$ cat src/rtl/intc_pkg.sv
package intc_pkg;
  localparam int VEC_W   = 8;
  localparam int CODE_W  = 5;
  localparam int HI_W    = VEC_W - CODE_W;
  localparam int DATA_W  = 32;
  localparam int ADDR_W  = 2;

  localparam logic [2:0] LVL_EXT_LO  = 3'd1;
  localparam logic [2:0] LVL_INT     = 3'd4;
  localparam logic [2:0] LVL_EXT_MID = 3'd6;
  localparam logic [2:0] LVL_EXT_HI  = 3'd7;

  localparam logic [ADDR_W-1:0] A_MODE = 2'd0;
  localparam logic [ADDR_W-1:0] A_PEND = 2'd1;
  localparam logic [ADDR_W-1:0] A_MASK = 2'd2;
  localparam logic [ADDR_W-1:0] A_ISR  = 2'd3;

  typedef struct packed {
    logic [HI_W-1:0] hi;      // vector upper bits, stored at [7:5]
    logic [2:0]      ext_en;  // {lvl7, lvl6, lvl1}
  } mode_t;
endpackage

$ cat src/rtl/intc_prio_enc.sv
module intc_prio_enc #(
  parameter int N      = 28,
  parameter int CODE_W = 5
) (
  input  logic [N-1:0]      bits_i,
  output logic [CODE_W-1:0] num_o
);
  // highest set bit wins; bit i reports number i+1, none reports 0
  always_comb begin
    num_o = '0;
    for (int i = 0; i < N; i++)
      if (bits_i[i]) num_o = CODE_W'(i + 1);
  end
endmodule

$ cat src/rtl/intc_regs.sv
module intc_regs
  import intc_pkg::*;
#(
  parameter int NUM_SRC = 28
) (
  input  logic              clk_i,
  input  logic              rst_ni,
  input  logic [NUM_SRC-1:0] src_req_i,
  input  logic [NUM_SRC-1:0] ack_hit_i,
  input  logic              we_i,
  input  logic [ADDR_W-1:0] addr_i,
  input  logic [DATA_W-1:0] wdata_i,
  output logic [DATA_W-1:0] rdata_o,
  output mode_t             mode_o,
  output logic [NUM_SRC-1:0] pnd_o,
  output logic [NUM_SRC-1:0] msk_o,
  output logic [NUM_SRC-1:0] isr_o
);
  logic [NUM_SRC-1:0] wsrc;
  logic [NUM_SRC-1:0] pnd_clr, isr_clr;

  assign wsrc    = wdata_i[NUM_SRC-1:0];
  assign pnd_clr = (we_i && addr_i == A_PEND) ? wsrc : '0;
  assign isr_clr = (we_i && addr_i == A_ISR)  ? wsrc : '0;

  always_ff @(posedge clk_i or negedge rst_ni) begin
    if (!rst_ni) begin
      mode_o <= '0;
      pnd_o  <= '0;
      msk_o  <= '0;
      isr_o  <= '0;
    end else begin
      // new request beats clear
      pnd_o <= (pnd_o & ~(pnd_clr | ack_hit_i)) | src_req_i;
      isr_o <= (isr_o & ~isr_clr) | ack_hit_i;
      if (we_i && addr_i == A_MODE) begin
        mode_o.hi     <= wdata_i[7:5];
        mode_o.ext_en <= wdata_i[2:0];
      end
      if (we_i && addr_i == A_MASK) msk_o <= wsrc;
    end
  end

  always_comb begin
    rdata_o = '0;
    unique case (addr_i)
      A_MODE: begin
        rdata_o[7:5] = mode_o.hi;
        rdata_o[2:0] = mode_o.ext_en;
      end
      A_PEND: rdata_o[NUM_SRC-1:0] = pnd_o;
      A_MASK: rdata_o[NUM_SRC-1:0] = msk_o;
      default: rdata_o[NUM_SRC-1:0] = isr_o;
    endcase
  end
endmodule

$ cat src/rtl/intc_ack.sv
module intc_ack
  import intc_pkg::*;
#(
  parameter int NUM_SRC = 28
) (
  input  logic               clk_i,
  input  logic               rst_ni,
  input  logic               iack_i,
  input  logic [2:0]         iack_lvl_i,
  input  mode_t              mode_i,
  input  logic [CODE_W-1:0]  win_num_i,
  output logic [NUM_SRC-1:0] ack_hit_o,
  output logic [VEC_W-1:0]   vec_o,
  output logic               vec_vld_o
);
  localparam logic [CODE_W-1:0] CODE_L1 = CODE_W'(NUM_SRC + 1);
  localparam logic [CODE_W-1:0] CODE_L6 = CODE_W'(NUM_SRC + 2);
  localparam logic [CODE_W-1:0] CODE_L7 = CODE_W'(NUM_SRC + 3);

  logic ack_int;
  assign ack_int = iack_i && (iack_lvl_i == LVL_INT);

  for (genvar g = 0; g < NUM_SRC; g++) begin : g_hit
    assign ack_hit_o[g] = ack_int && (win_num_i == CODE_W'(g + 1));
  end

  always_ff @(posedge clk_i or negedge rst_ni) begin
    if (!rst_ni) begin
      vec_o     <= '0;
      vec_vld_o <= 1'b0;
    end else begin
      vec_vld_o <= 1'b0;
      if (iack_i) begin
        unique case (iack_lvl_i)
          LVL_INT: begin
            vec_vld_o <= 1'b1;
            vec_o     <= {mode_i.hi, win_num_i};
          end
          LVL_EXT_LO: if (mode_i.ext_en[0]) begin
            vec_vld_o <= 1'b1;
            vec_o     <= {mode_i.hi, CODE_L1};
          end
          LVL_EXT_MID: if (mode_i.ext_en[1]) begin
            vec_vld_o <= 1'b1;
            vec_o     <= {mode_i.hi, CODE_L6};
          end
          LVL_EXT_HI: if (mode_i.ext_en[2]) begin
            vec_vld_o <= 1'b1;
            vec_o     <= {mode_i.hi, CODE_L7};
          end
          default: ;
        endcase
      end
    end
  end
endmodule

$ cat src/rtl/prio_intc.sv
module prio_intc
  import intc_pkg::*;
#(
  parameter int NUM_SRC = 28
) (
  input  logic               clk_i,
  input  logic               rst_ni,
  input  logic [NUM_SRC-1:0] src_req_i,
  input  logic [2:0]         ext_req_i,
  output logic [2:0]         irq_lvl_o,
  input  logic               iack_i,
  input  logic [2:0]         iack_lvl_i,
  output logic [VEC_W-1:0]   vec_o,
  output logic               vec_vld_o,
  input  logic               reg_we_i,
  input  logic [ADDR_W-1:0]  reg_addr_i,
  input  logic [DATA_W-1:0]  reg_wdata_i,
  output logic [DATA_W-1:0]  reg_rdata_o
);
  mode_t              mode;
  logic [NUM_SRC-1:0] pnd_q, msk_q, isr_q, cand, ack_hit;
  logic [CODE_W-1:0]  win_num, svc_num;
  logic [HI_W-1:0]    vec_hi;
  logic               int_req;

  assign cand   = pnd_q & msk_q;
  assign vec_hi = mode.hi;

  intc_regs #(.NUM_SRC(NUM_SRC)) u_regs (
    .clk_i, .rst_ni, .src_req_i,
    .ack_hit_i (ack_hit),
    .we_i      (reg_we_i),
    .addr_i    (reg_addr_i),
    .wdata_i   (reg_wdata_i),
    .rdata_o   (reg_rdata_o),
    .mode_o    (mode),
    .pnd_o     (pnd_q),
    .msk_o     (msk_q),
    .isr_o     (isr_q)
  );

  intc_prio_enc #(.N(NUM_SRC), .CODE_W(CODE_W)) u_win (
    .bits_i (cand), .num_o (win_num)
  );

  intc_prio_enc #(.N(NUM_SRC), .CODE_W(CODE_W)) u_svc (
    .bits_i (isr_q), .num_o (svc_num)
  );

  intc_ack #(.NUM_SRC(NUM_SRC)) u_ack (
    .clk_i, .rst_ni, .iack_i, .iack_lvl_i,
    .mode_i    (mode),
    .win_num_i (win_num),
    .ack_hit_o (ack_hit),
    .vec_o, .vec_vld_o
  );

  assign int_req = win_num > svc_num;

  always_comb begin
    if (ext_req_i[2])      irq_lvl_o = LVL_EXT_HI;
    else if (ext_req_i[1]) irq_lvl_o = LVL_EXT_MID;
    else if (int_req)      irq_lvl_o = LVL_INT;
    else if (ext_req_i[0]) irq_lvl_o = LVL_EXT_LO;
    else                   irq_lvl_o = 3'd0;
  end
endmodule

$ cat config.mk
export PLATFORM = sky130hd
export DESIGN_NAME = prio_intc
export DESIGN_NICKNAME = d
export VERILOG_FILES = /design/src/rtl/intc_pkg.sv /design/src/rtl/intc_prio_enc.sv /design/src/rtl/intc_regs.sv /design/src/rtl/intc_ack.sv /design/src/rtl/prio_intc.sv
export SDC_FILE = /design/constraint.sdc
export NUM_CORES = 1
export LEC_CHECK = 0
export ABC_CLOCK_PERIOD_IN_PS = 3300
export BUFFER_PORTS_ARGS = -buffer_cell sky130_fd_sc_hd__buf_4
export CAP_MARGIN = 20
export CORE_MARGIN = 1.5
export CORE_UTILIZATION = 35
export DETAILED_ROUTE_END_ITERATION = 12
export PLACE_DENSITY = 0.61
export SLEW_MARGIN = 20
export SYNTH_ARGS = -nofsm -noshare
export SYNTH_HDL_FRONTEND = slang
export SYNTH_SLANG_ARGS = --single-unit
$ cat constraint.sdc
create_clock -name clk_i -period 3.3 [get_ports clk_i]
set_input_delay 0.165 -clock clk_i [delete_from_list [all_inputs] [get_ports clk_i]]
set_output_delay 0.165 -clock clk_i [all_outputs]
set_load 0.005 [all_outputs]
# [Word level (Yosys, flattened, before mapping)]
# Cells that the tools add are included.
[op_classes] addsub=0 mul=0 n_div=0 n_lt_le_gt_ge=1 eq_ne=38 shifts=0 muxes=75 bitwise=8 n_reduce_logical=36
[op_table] operator="$mux W5" n=26
[op_table] operator="$and A28 B28 Y28" n=3
[op_table] operator="$or A28 B28 Y28" n=3
[op_table] operator="$eq A5 B5 Y1 const B" n=13
[op_table] operator="$mux W4" n=16
[op_table] operator="$pmux W20 S3" n=1
[op_table] operator="$mux W28" n=2
[op_table] operator="$not A28 Y28" n=2
[op_table] operator="$eq A5 B4 Y1 const B" n=8
[op_table] operator="$logic_and A1 B1 Y1" n=33
[op_table] operator="$mux W3" n=11
[op_table] operator="$pmux W8 S4" n=1
[op_table] operator="$mux W8" n=3
[op_table] operator="$eq A5 B3 Y1 const B" n=4
[op_table] operator="$pmux W3 S3" n=2
[op_table] operator="$eq A5 B2 Y1 const B" n=2
[op_table] operator="$eq A3 B3 Y1 const B" n=3
[op_table] operator="$mux W2" n=4
[op_table] operator="$mux W1" n=7
[op_table] operator="$ne A2 B2 Y1 const B" n=3
[op_table] operator="$pmux W2 S3" n=1
[op_table] operator="$eq A5 B1 Y1 const B" n=1
[op_table] operator="$gt A5 B5 Y1" n=1
[op_table] operator="$reduce_and A5 Y1" n=1
[op_table] operator="other kinds (6)" n=7
[totals] ff_bits=99 latch_bits=0 mem_bits_rw=0 mem_bits_ro=0 input_bits=72 out_inout_bits=44 elab_cells=165 n_memories=0

# [Longest topological paths before layout]
# Gate-level depths: netlist of run 1.
[depth] depth_word=35 ltp_mapped=14 mapped_depth_nobuf=13

# [Cells and area by module]
# Synthesis of run 1 repeated with hierarchy kept, for this count alone.
[hier_totals] cells_unflattened=590 area_unflattened_um2=6113.4
[by_module_without_submodules] mod="intc_regs" instances=1 cells_each=353 area_per_inst_um2=4548.1 seq_area_each_um2=2252.2
[by_module_without_submodules] mod="intc_ack" instances=1 cells_each=81 area_per_inst_um2=659.4 seq_area_each_um2=225.2
[by_module_without_submodules] mod="intc_prio_enc" instances=2 cells_each=52 area_per_inst_um2=284.0 seq_area_each_um2=0.0
[by_module_without_submodules] mod="prio_intc" instances=1 cells_each=52 area_per_inst_um2=337.8 seq_area_each_um2=0.0

# [Worst setup path before layout of run 1]
# Ideal clock, no wire load.
[synth_timing] path_kind="register -> output" startpoint="register u_regs.pnd_o[24]" endpoint="output irq_lvl_o[0]" arrival_time_ps=2764 t_required_ps=3135 setup_slack_ps=371 path_stages_with_launch=14 path_cell_list="dfrtp_1 -> a22oi_1 -> a31o_2 -> and2_1 -> nand2_1 -> inv_1 -> clkbuf_1 -> ha_1 -> nor2b_1 -> o21a_1 -> o21a_1 -> o21a_1 -> o22ai_1 -> a31o_2"
[synth_via] elab_chain_cells=9
[synth_rtl] element="start, declared" line_no="intc_regs.sv:15" rtl="output logic [NUM_SRC-1:0] pnd_o,"
[synth_rtl] element="start signal, assigned" line_no="intc_regs.sv:34" rtl="pnd_o <= (pnd_o & ~(pnd_clr | ack_hit_i)) | src_req_i;"
[synth_rtl] element="$and A28 B28 Y28" line_no="prio_intc.sv:26" rtl="assign cand = pnd_q & msk_q;"
[synth_rtl] element="$mux W5 (4 in a row)" line_no="intc_prio_enc.sv:12" rtl="if (bits_i[i]) num_o = CODE_W'(i + 1);"
[synth_rtl] element="$gt A5 B5 Y1" line_no="prio_intc.sv:58" rtl="assign int_req = win_num > svc_num;"
[synth_rtl] element="$mux W3" line_no="prio_intc.sv:63" rtl="else if (int_req) irq_lvl_o = LVL_INT;"
[synth_rtl] element="$mux W3" line_no="prio_intc.sv:62" rtl="else if (ext_req_i[1]) irq_lvl_o = LVL_EXT_MID;"
[synth_rtl] element="$mux W3" line_no="prio_intc.sv:61" rtl="if (ext_req_i[2]) irq_lvl_o = LVL_EXT_HI;"
[synth_rtl] element="end, declared" line_no="prio_intc.sv:10" rtl="output logic [2:0] irq_lvl_o,"
# No other way between the ends.

# [Final worst setup path of run 1]
[layout_timing] startpoint="register u_regs.pnd_o[8]" endpoint="output irq_lvl_o[0]"
[layout_via] elab_chain_cells=25
[layout_rtl] element="$and A28 B28 Y28" line_no="prio_intc.sv:26"
[layout_rtl] element="$mux W4 (7 in a row)" line_no="intc_prio_enc.sv:12"
[layout_rtl] element="$mux W5 (13 in a row)" line_no="intc_prio_enc.sv:12"
[layout_rtl] element="$gt A5 B5 Y1" line_no="prio_intc.sv:58"
[layout_rtl] element="$mux W3" line_no="prio_intc.sv:63"
[layout_rtl] element="$mux W3" line_no="prio_intc.sv:62"
[layout_rtl] element="$mux W3" line_no="prio_intc.sv:61"
# No other way between the ends.

==> results by group, run 1 <==
Die
  • Initial Util: between 30% and 40%
  • # IOs: 116
  • Die height: between 100 and 150 um
  • Total core area: 15900 um^2
  • Die W: 131 um
  • Die area: 17100 um^2
  • Row count: 46

Timing
  • Clk_skew: 0.0101 ns
  • Total Neg Setup Slack: -0.0171 ns
  • Slew @ Worst Pin: approximately 0.93 ns
  • Period utilisation layout: 101%
  • Endpoints failing hold: 0
  • Final-report max-slew violation count: 0
  • Relative slew slack: 38.2%
  • Worst setup margin: -0.0171 ns
  • RSZ-0062 raised after global routing: yes
  • Tmin final: 3.32 ns
  • Min Hold Slack: roughly 0.033 ns
  • Setup violations, final: 1
  • Fmax: 301 MHz

GRT
  • Initial antenna violation count: 0
  • Largest net degree at the start of global routing: slightly above 70
  • Total grt overflow: 0
  • GRT Overall Usage: between 20% and 30%
  • Global-route wire length before repair: 28900 um
  • Via count of the first global-routing pass: 5353

Clocking
  • CTS Buf Count: 9
  • CTS tree: done
  • H-tree depth: 3
  • Clock sinks: 99
  • Clk slew on worst S/H paths: 0.07 ns
  • Clock buffer depth: 2
  • Skew-Pair Late Insertion Delay: 0.37 ns
  • Clock root cell: clkbuf_16

Worst setup path
  • Crit path kind: reg2out
  • Startpoint class of the critical path: register
  • Crit path DAT: 3.15 ns
  • CP required: between 3 and 4 ns
  • CP max FO: 4
  • Crit end category: output port

Synthesis
  • Synth Cell Area: about 5700 um^2
  • Number of flops mapped to enable cells by yosys: 0
  • #FFs+latches synth: 99
  • Synth unique cells: 58
  • Mapped Cells: 589
  • Register area share after synthesis: between 40% and 50%
  • Main synth FF type: dfrtp_1
  • Yosys top cell area share: between 40 and 50%
  • Syn Area/Cell: ~9.7 um^2
  • Post-synth ARST share: between 90% and 100%
  • Synth area leader: dfrtp_1
  • Ys Warns: 0
  • Most numerous cell in the Yosys netlist: dfrtp_1
  • Top post-synthesis cells by count: dfrtp_1, nand2_1, mux2_2, nor2_1, a21oi_1
  • Top cells by area, synth: dfrtp_1, mux2_2, nand2_1, a22o_1, a21oi_1

Power
  • Leakage power: 3.20 nW
  • VDD IR max: 0.346 mV
  • P per Cell Area: between 500 and 600 nW/um^2

Detailed routing
  • Initial drt markers: 352
  • Via/cell ratio: 5.67
  • Antenna Violating Nets Remaining: 0
  • Drt total wl: 18700 um
  • DRC viols: 0
  • Via count: 5333
  • Initial DRT Pass Iterations: 4
  • WL per Instance: 19.8 um

Place
  • GP Congestion: 0.851
  • DP HPWL: approximately 13000 um
  • Port Buffers: 107
  • Placed cells: 907

Final layout
  • Share of layout cells above drive strength 1: 35.9%
  • Post-Layout Cell Count: 940
  • # fillers: about 1600
  • Antenna cells: 0
  • Area Growth Syn to Fin: 29.9%
  • Register area: approximately 2500 um^2
  • Multi-input logic area: 3210 um^2
  • Nets@finish: 797

Run status
  • Violated checks: negative setup slack
  • Run status: finished with violations

Run
  • Max-Cap Viols: 0

Hold path
  • Hold Crit Class: in2reg
==> layout by cell type, fill, tap and decap left out, drive strengths merged, types with 6 or more instances in the layout <==
cell / count
dfrtp: 99
buf: 138
nand3: 10
a21o: 9
mux4: 6
a32o: 12
inv: 12
mux2: 56
nand2: 98
and2: 7
a21oi: 44
clkbuf: 9
a31oi: 14
nor3: 7
a22o: 32
o21ai: 16
nor2: 47
a31o: 8
a22oi: 13
nand2b: 7
==> cell type report <==
type / count / share of cell area, %
multi-input cells: 455 / 43.3
inverters: 12 / 0.641
repair buffers: 143 / 14.8
clock inverters: 6 / 1.22
flip-flops and latches: 99 / 33.4
clock buffers: 9 / 3.04
well taps: 216 / 3.65
==> report_power, final <==
group	internal, mW	leakage, nW	switching [mW]	total (mW)
clock network	0.663	0.152	0.494	1.16
registers	1.35	1.15	0.144	1.50
logic	0.660	1.90	0.694	1.35
==> cells by family (layout without fill, tap and decap cells) <==
kind of cell | after synthesis | count (layout) | share of synthesized area, %
simple gates | 203 | 203 | 16.3
flops | 99 | 99 | 43.4
buf+inv | 38 | 170 | 2.83
other cells | 1 | 4 | 0.0657
fa+ha+maj | 5 | 5 | 1.10
compound gates | 181 | 181 | 22.8
mux | 62 | 62 | 13.4
==> sequential cells by signal, indices dropped and copies added, names as in the netlist <==
name and count:
u_regs.pnd_o 28, u_regs.msk_o 28, u_ack.vec_o 8, u_regs.isr_o 28, u_regs.mode_o 6, u_ack.vec_vld_o 1
==> repair_timing <==
action / CTS / global route
setup buffers: 5 / 8
resized for setup: 14 / 22
pin swaps: 13 / 19
hold buffers: 5 / 0
setup endpoints to repair: 2 / 2
endpoints found under the hold margin: 73 / 0
==> metal layers <==
metal	vias up	GRT usage, %	share of wire, %
li1	2441	-	-
met1	2643	30.4	44
met2	220	36.4	48
met3	29	3.71	6.2
met4	0	8.47	2.0
met5	-	0	0
==> final timing paths <==
path	slack [ns]	from	end	depth (start not counted)
worst max-delay path	-0.02	u_regs.pnd_o[8]$_DFF_PN0_	irq_lvl_o[0]	13
worst min-delay path	0.03	src_req_i[24]	u_regs.pnd_o[24]$_DFF_PN0_	2
worst max register to register	0.73	u_regs.pnd_o[20]$_DFF_PN0_	u_regs.pnd_o[0]$_DFF_PN0_	7
worst min register to register	0.48	u_ack.vec_o[7]$_DFFE_PN0P_	u_ack.vec_o[7]$_DFFE_PN0P_	2
max in group asynchronous	1.99	rst_ni	u_regs.pnd_o[26]$_DFF_PN0_	3
min in group asynchronous	0.48	rst_ni	u_ack.vec_o[6]$_DFFE_PN0P_	2
==> through the flow <==
step                total power [mW]  utilization, %  instance area [um^2]  setup slack [ns]
floorplan                       2.17               -                  5720             0.371
global placement                2.68            42.9                  6820             0.174
detailed placement              2.72            42.9                  6820            0.0809
CTS                             3.93            45.8                  7270           0.00853
global route                    4.20            46.7                  7410            -0.107
finish                          4.01            46.7                  7410           -0.0171
==> critical path, cell delays in order (launching register included) <==
cell	delay [ns]
dfrtp_1	0.41
nand2_2	0.08
a32o_2	0.25
a221o_1	0.35
o211ai_1	0.34
nand2_1	0.15
ha_2	0.22
nor2b_4	0.10
o21a_1	0.13
o21a_1	0.13
o21a_1	0.15
o22ai_2	0.11
a31o_2	0.25
buf_6	0.11
(Power assumes the default switching activity.)
==> inputs of run 2 (changes only) <==
CELL_PAD_IN_SITES_DETAIL_PLACEMENT = 1   (was unset)
CELL_PAD_IN_SITES_GLOBAL_PLACEMENT = 2   (was unset)
CORE_UTILIZATION = 34   (was 35)
PLACE_DENSITY = 0.86   (was 0.61)
==> run 2 against run 1 <==
Compared with the run above: the run now ends clean; combinational power decreased by 4%; total power decreased by 5.2%; clock-buffer cell count increased by 3; sequential power about the same; non-clock buffer count decreased by 5; clock skew decreased by 0.0019 ns; clock power decreased by 14%; sequential cell count unchanged; die area increased by 2.9%; fmax increased by 0.82%; register-to-register slack got worse by 0.05 ns.
==> results by group, run 2 (synthesis results as in run 1) <==
Detailed routing
  • Via/cell ratio: 5.70 (+0.50%)
  • DRC viols: 0 (unchanged)
  • WL per Instance: 22.1 um (+11%)
  • Initial drt markers: 270 (-23%)
  • Drt total wl: 20700 um (+11%)
  • Antenna Violating Nets Remaining: 0 (unchanged)
  • Via count: 5337 (+0.075%)
  • Initial DRT Pass Iterations: 5 (+1)

Timing
  • Tmin final: 3.29 ns (-0.0270 ns)
  • Slew @ Worst Pin: 0.803 ns (-0.124 ns)
  • RSZ-0062 raised after global routing: yes
  • Fmax: 304 MHz (+0.82%)
  • Relative slew slack: 46.4% (+8.2 points)
  • Period utilisation layout: 99.7% (-0.82 points)
  • Endpoints failing hold: 0 (unchanged)
  • Final-report max-slew violation count: 0 (unchanged)
  • Clk_skew: 0.00818 ns (-0.00192 ns)
  • Setup violations, final: 0 (-1)

Worst setup path
  • CP max FO: 3 (-1)
  • Crit-path max cell delay: 0.42 ns (about the same)
  • Reg2Reg Setup Slack: 0.68 ns (-0.05 ns)
  • R2r worst-path depth: 7 (unchanged)
  • Critical path's slowest cell: dfrtp_1
  • CP required: 3.13 ns (about the same)
  • Most frequent CP cell: o21a_1
  • R2R Path Start: u_regs.pnd_o[20]$_DFF_PN0_
  • Startpoint class of the critical path: register
  • Worst R2R End: u_regs.pnd_o[0]$_DFF_PN0_
  • Crit path DAT: 3.13 ns (-0.02 ns)
  • Crit end category: output port
  • Crit path kind: reg2out
  • CP cell instances: nor2_2 -> o21ai_1 -> a211oi_2 -> o31ai_1 -> a211oi_2 -> o21ai_1 -> ha_1 -> nor2b_1 -> o21a_1 -> o21a_1 -> o21a_1 -> o22ai_2 -> a31o_2 -> buf_4

Place
  • Placed cell area: 6820 um^2 (+0.11%)
  • Port Buffers: 107 (unchanged)
  • Placed cells: 909 (+0.22%)
  • DP HPWL: 14800 um (+10%)
  • GP Congestion: 0.897 (+5.3%)

Die
  • Total core area: 16500 um^2 (+3.7%)
  • Initial Util: 34.7% (-1.3 points)
  • Die height: 133 um (+1.4%)
  • # IOs: 116 (unchanged)
  • Row count: 47 (+2.2%)
  • Die area: 17600 um^2 (+2.9%)
  • Die W: 133 um (+1.4%)

Run
  • Max-Cap Viols: 0 (unchanged)

Clocking
  • CTS tree: done
  • Skew-Pair Late Insertion Delay: 0.36 ns (about the same)
  • H-tree depth: 3 (unchanged)
  • Clock buffer depth: 2 (unchanged)
  • Clock root cell: clkbuf_16
  • CTS Buf Count: 9 (unchanged)
  • Clk slew on worst S/H paths: 0.07 ns (about the same)
  • Clock sinks: 99 (unchanged)

GRT
  • GR peak layer: met2
  • Initial antenna violation count: 0 (unchanged)
  • Global-route wire length before repair: 32600 um (+13%)
  • Largest net degree at the start of global routing: 56 (-22%)
  • Total grt overflow: 0 (unchanged)
  • M2 GR Usage: 41.4% (+5.0 points)
  • Via count of the first global-routing pass: 5723 (+6.9%)
  • GRT Overall Usage: 24.1% (+1.7 points)
  • Met3 Track Usage GR: 4.18% (+0.47 points)
  • Met1 usage: 31.9% (+1.5 points)

Hold path
  • Hold Path Depth: 2 (unchanged)
  • Hold Crit Class: in2reg
  • Hold endpoint: u_ack.vec_o[0]$_DFFE_PN0P_
  • Hold Path Origin: iack_lvl_i[1]

Run status
  • Run status: finished clean

Power
  • P per Cell Area: 521 nW/um^2 (-3.5%)
  • Leakage power: 3.14 nW (-2.0%)
  • VDD IR max: 0.204 mV (-41%)

Final layout
  • Antenna cells: 0 (unchanged)
  • Share of layout cells above drive strength 1: 34.4% (-1.6 points)
  • Final Core Density: 44.2% (-2.4 points)
  • Commonest non-fill, non-tap cell in the layout: buf_4
  • Post-Layout Cell Count: 936 (-0.43%)
  • Finished Cell Area: 7290 um^2 (-1.7%)
  • Top Registers: u_regs.isr_o x28, u_regs.msk_o x28, u_regs.pnd_o x28
  • Area Growth Syn to Fin: 27.7%
  • Nets@finish: 792 (-0.63%)
  • Most frequent cells in the layout: buf_4, dfrtp_1, nand2_1
## run 2: cell count changes in the layout (fill, tap and decap cells not counted), sizes merged
| cell | delta |
|---|---|
| bufinv | -2 |
| clkinv | -2 |
| clkbuf | +3 |
| inv | -1 |
| clkinvlp | -1 |
| buf | -5 |
## run 2: layout make-up
class,instances,area [um^2]
sequential,99,2480
inverter,12,45.0
timing repair buffer,138,1060
fill,1917,9180
clock buffer,12,256
tap,220,275
multi-input combinational,455,3170
## run 2: metrics by stage
stage               TNS [ns]  worst slack (ns)  hold WS [ns]  power [mW]
floorplan                  0             0.371        -0.131        2.17
finish                     0           0.00983        0.0411        3.80
detailed placement         0           0.00195         0.234        2.74
global placement           0             0.122         0.213        2.70
global route         -0.0797           -0.0670        0.0479        3.99
CTS                        0            0.0147        0.0372        3.79
## run 2: worst max path at each step
| stage | from | slack (ns) | cells past startpoint | end |
|---|---|---|---|---|
| 2_1_floorplan | u_regs.pnd_o[24]$_DFF_PN0_ | 0.37 | 13 | irq_lvl_o[0] |
| 3_3_place_gp | u_regs.isr_o[3]$_DFF_PN0_ | 0.12 | 14 | irq_lvl_o[0] |
| 3_5_place_dp | u_regs.isr_o[3]$_DFF_PN0_ | 0.002 | 14 | irq_lvl_o[0] |
| 4_1_cts | u_regs.pnd_o[22]$_DFF_PN0_ | 0.01 | 15 | irq_lvl_o[0] |
| 5_1_grt | u_regs.isr_o[3]$_DFF_PN0_ | -0.07 | 14 | irq_lvl_o[0] |
| 6_report | u_regs.isr_o[3]$_DFF_PN0_ | 0.01 | 14 | irq_lvl_o[0] |
## run 2: critical path: cells and delay by family (launching register included)
family          cells  cell delay [ns]
compound gates     10             1.68
fa+ha+maj           1             0.32
buf+inv             1             0.10
flops               1             0.42
simple gates        2             0.26
## run 2: metal layers
layer  share of wire (%)  wire [um]
met1                  45       9290
met2                  50      10200
met3                 4.3        882
met4                 1.3        276
met5                   0          0
## run 2: repair_timing
action                                  in CTS  in global routing
pin swaps                                    6                  4
hold buffers                                 5                  0
endpoints found under the setup margin       2                  2
resized for setup                           18                  5
buffers inserted                             7                  3
endpoints found under the hold margin       48                  0
## run 2: report_power, final
group	total (mW)	internal, mW	switching [mW]
Sequential	1.50	1.35	0.152
Combinational	1.30	0.610	0.691
Clock	0.994	0.537	0.457
Total	3.80	2.50	1.30
==> inputs of run 3 (changes only) <==
ABC_CLOCK_PERIOD_IN_PS = 3900   (was 3300)
CORE_UTILIZATION = 35   (was 34)
PLACE_DENSITY = 0.88   (was 0.86)
clock period = 3.9 ns   (was 3.3 ns; I/O delays follow)
==> run 3 against run 2 <==
Compared with the run above: combinational power shrank 19%; clock-buffer cell count grew 1; clock power shrank 9.2%.
==> results by group, run 3 (synthesis results as in run 1) <==
Run status
  • Run status: finished clean

Final layout
  • Multi-input logic area: 3110 um^2 (-1.8%)
  • Antenna cells: 0 (unchanged)
  • Commonest non-fill, non-tap cell in the layout: buf_4
  • Share of layout cells above drive strength 1: 31.1% (-3.3 points)
  • Register area: 2480 um^2 (about the same)
  • Area Growth Syn to Fin: 23.9%
  • # fillers: 1836 (-4.2%)
  • Most frequent cells in the layout: buf_4, dfrtp_1, nand2_1
  • Top Registers: u_regs.isr_o x28, u_regs.msk_o x28, u_regs.pnd_o x28
  • Nets@finish: 770 (-2.8%)

Timing
  • Setup violations, final: 0 (unchanged)
  • Final-report max-slew violation count: 0 (unchanged)
  • RSZ-0062 raised after global routing: no
  • Total Neg Setup Slack: 0 ns (unchanged)
  • Period utilisation layout: 95.1%
  • Relative slew slack: 34.3% (-12 points)
  • Slew @ Worst Pin: 0.983 ns (+0.180 ns)
  • Tmin final: 3.71 ns
  • Fmax: 270 MHz
  • Endpoints failing hold: 0 (unchanged)
  • Clk_skew: 0.00907 ns (+0.000889 ns)

Place
  • Port Buffers: 107 (unchanged)
  • DP HPWL: 14500 um (-1.6%)
  • GP Congestion: 0.824 (-8.1%)

Clocking
  • H-tree depth: 3 (unchanged)
  • Skew-Pair Late Insertion Delay: 0.36 ns (about the same)
  • CTS tree: done
  • CTS Buf Count: 9 (unchanged)
  • Clock buffer depth: 2 (unchanged)
  • Clk slew on worst S/H paths: 0.07 ns (about the same)
  • Clock root cell: clkbuf_16
  • Clock sinks: 99 (unchanged)

Worst setup path
  • Most frequent CP cell: o21a_1
  • Crit end category: output port
  • CP required: 3.70 ns (+0.57 ns)
  • Reg2Reg Setup Slack: 1.06 ns (+0.38 ns)
  • Crit path kind: reg2out
  • Critical path's slowest cell: dfrtp_1
  • Crit-path max cell delay: 0.44 ns (+0.02 ns)
  • Crit path DAT: 3.51 ns (+0.38 ns)
  • Startpoint class of the critical path: register
  • CP max FO: 4 (+1)
  • CP cell instances: nand2_2 -> a32o_1 -> a221o_1 -> o211ai_1 -> nand2_1 -> ha_1 -> nor2b_1 -> o21a_1 -> o21a_1 -> o21a_1 -> o22ai_2 -> a31o_2 -> buf_4

Detailed routing
  • DRC viols: 0 (unchanged)
  • Drt total wl: 20100 um (-3.1%)
  • WL per Instance: 21.9 um (-0.76%)
  • Antenna Violating Nets Remaining: 0 (unchanged)
  • Via count: 5261 (-1.4%)
  • Initial DRT Pass Iterations: 5 (unchanged)
  • Initial drt markers: 287 (+6.3%)
  • Via/cell ratio: 5.76 (+0.95%)

Die
  • Die W: 131 um (-1.4%)
  • Die area: 17100 um^2 (-2.8%)
  • Initial Util: 35.9% (+1.3 points)
  • Total core area: 15900 um^2 (-3.5%)
  • # IOs: 116 (unchanged)
  • Die height: 131 um (-1.4%)
  • Row count: 46 (-2.1%)

Run
  • Max-Cap Viols: 0 (unchanged)

GRT
  • Largest net degree at the start of global routing: 74 (+32%)
  • Total grt overflow: 0 (unchanged)
  • GRT Overall Usage: 24.5% (+0.37 points)
  • Via count of the first global-routing pass: 5515 (-3.6%)
  • Initial antenna violation count: 0 (unchanged)
  • Global-route wire length before repair: 31300 um (-4.0%)

Power
  • Total chip power: 3.23 mW (-15%)
  • VDD IR max: 0.241 mV (+18%)
  • P per Cell Area: 456 nW/um^2 (-12%)
  • Leakage power: 3.04 nW (-3.1%)

Hold path
  • Hold Crit Class: in2async
run 3: per-layer routing:
metal	wire (um)	global-route usage, %	vias up
li1	-	-	2398
met3	832	2.89	28
met1	9160	33.5	2702
met2	9630	40.4	133
met5	0	0	-
met4	427	8.47	0
run 3: where the power goes:
part,total [mW],internal [mW],switching [mW]
clock network,0.903,0.502,0.401
logic,1.05,0.475,0.576
registers,1.27,1.14,0.129
run 3: timing repair:
item,CTS,global route
gates resized for setup,0,1
setup buffers,0,0
endpoints found under the hold margin,0,0
hold buffers,0,0
endpoints found under the setup margin,0,2
run 3: worst paths after layout:
| path | start | endpoint | depth (start not counted) |
|---|---|---|---|
| setup / recovery | u_regs.pnd_o[8]$_DFF_PN0_ | irq_lvl_o[0] | 13 |
| hold / removal | rst_ni | u_regs.mode_o[1]$_DFFE_PN0P_ | 1 |
| setup reg to reg | u_regs.pnd_o[13]$_DFF_PN0_ | u_regs.pnd_o[7]$_DFF_PN0_ | 6 |
| hold reg to reg | u_ack.vec_o[7]$_DFFE_PN0P_ | u_ack.vec_o[7]$_DFFE_PN0P_ | 2 |
| max in group asynchronous | rst_ni | u_regs.isr_o[20]$_DFF_PN0_ | 2 |
| min in group clk_i | src_req_i[8] | u_regs.pnd_o[8]$_DFF_PN0_ | 2 |
run 3: layout make-up:
cell class              instances  area share, %
multi-input cells             455           43.9
flip-flops and latches         99           35.0
repair buffers                116           12.3
clock buffers                  13           3.96
well taps                     216           3.82
inverters                      12          0.637
clock inverters                 3          0.283
run 3: per-stage QoR:
stage | util, % | instance area [um^2] | std cells | hold slack, ns | setup slack [ns]
final | 44.5 | 7070 | 914 | 0.00127 | 0.192
after global routing | 44.5 | 7070 | 914 | 0.0294 | 0.0336
after CTS | 44.4 | 7060 | 914 | 0.0183 | 0.104
after detailed placement | 42.5 | 6760 | 898 | 0.387 | 0.526
after global placement | 42.5 | 6760 | 898 | 0.378 | 0.683
after floorplan | - | 5720 | 592 | -0.101 | 0.941
run 3: critical path, delay by kind of cell (launching register included):
family                     cells  cell delay [ns]
DFF                            1             0.44
AOI/OAI and AO/OA              8             1.81
and+or+nand+nor                3             0.52
adders and majority gates      1             0.26
buffers and inverters          1             0.13
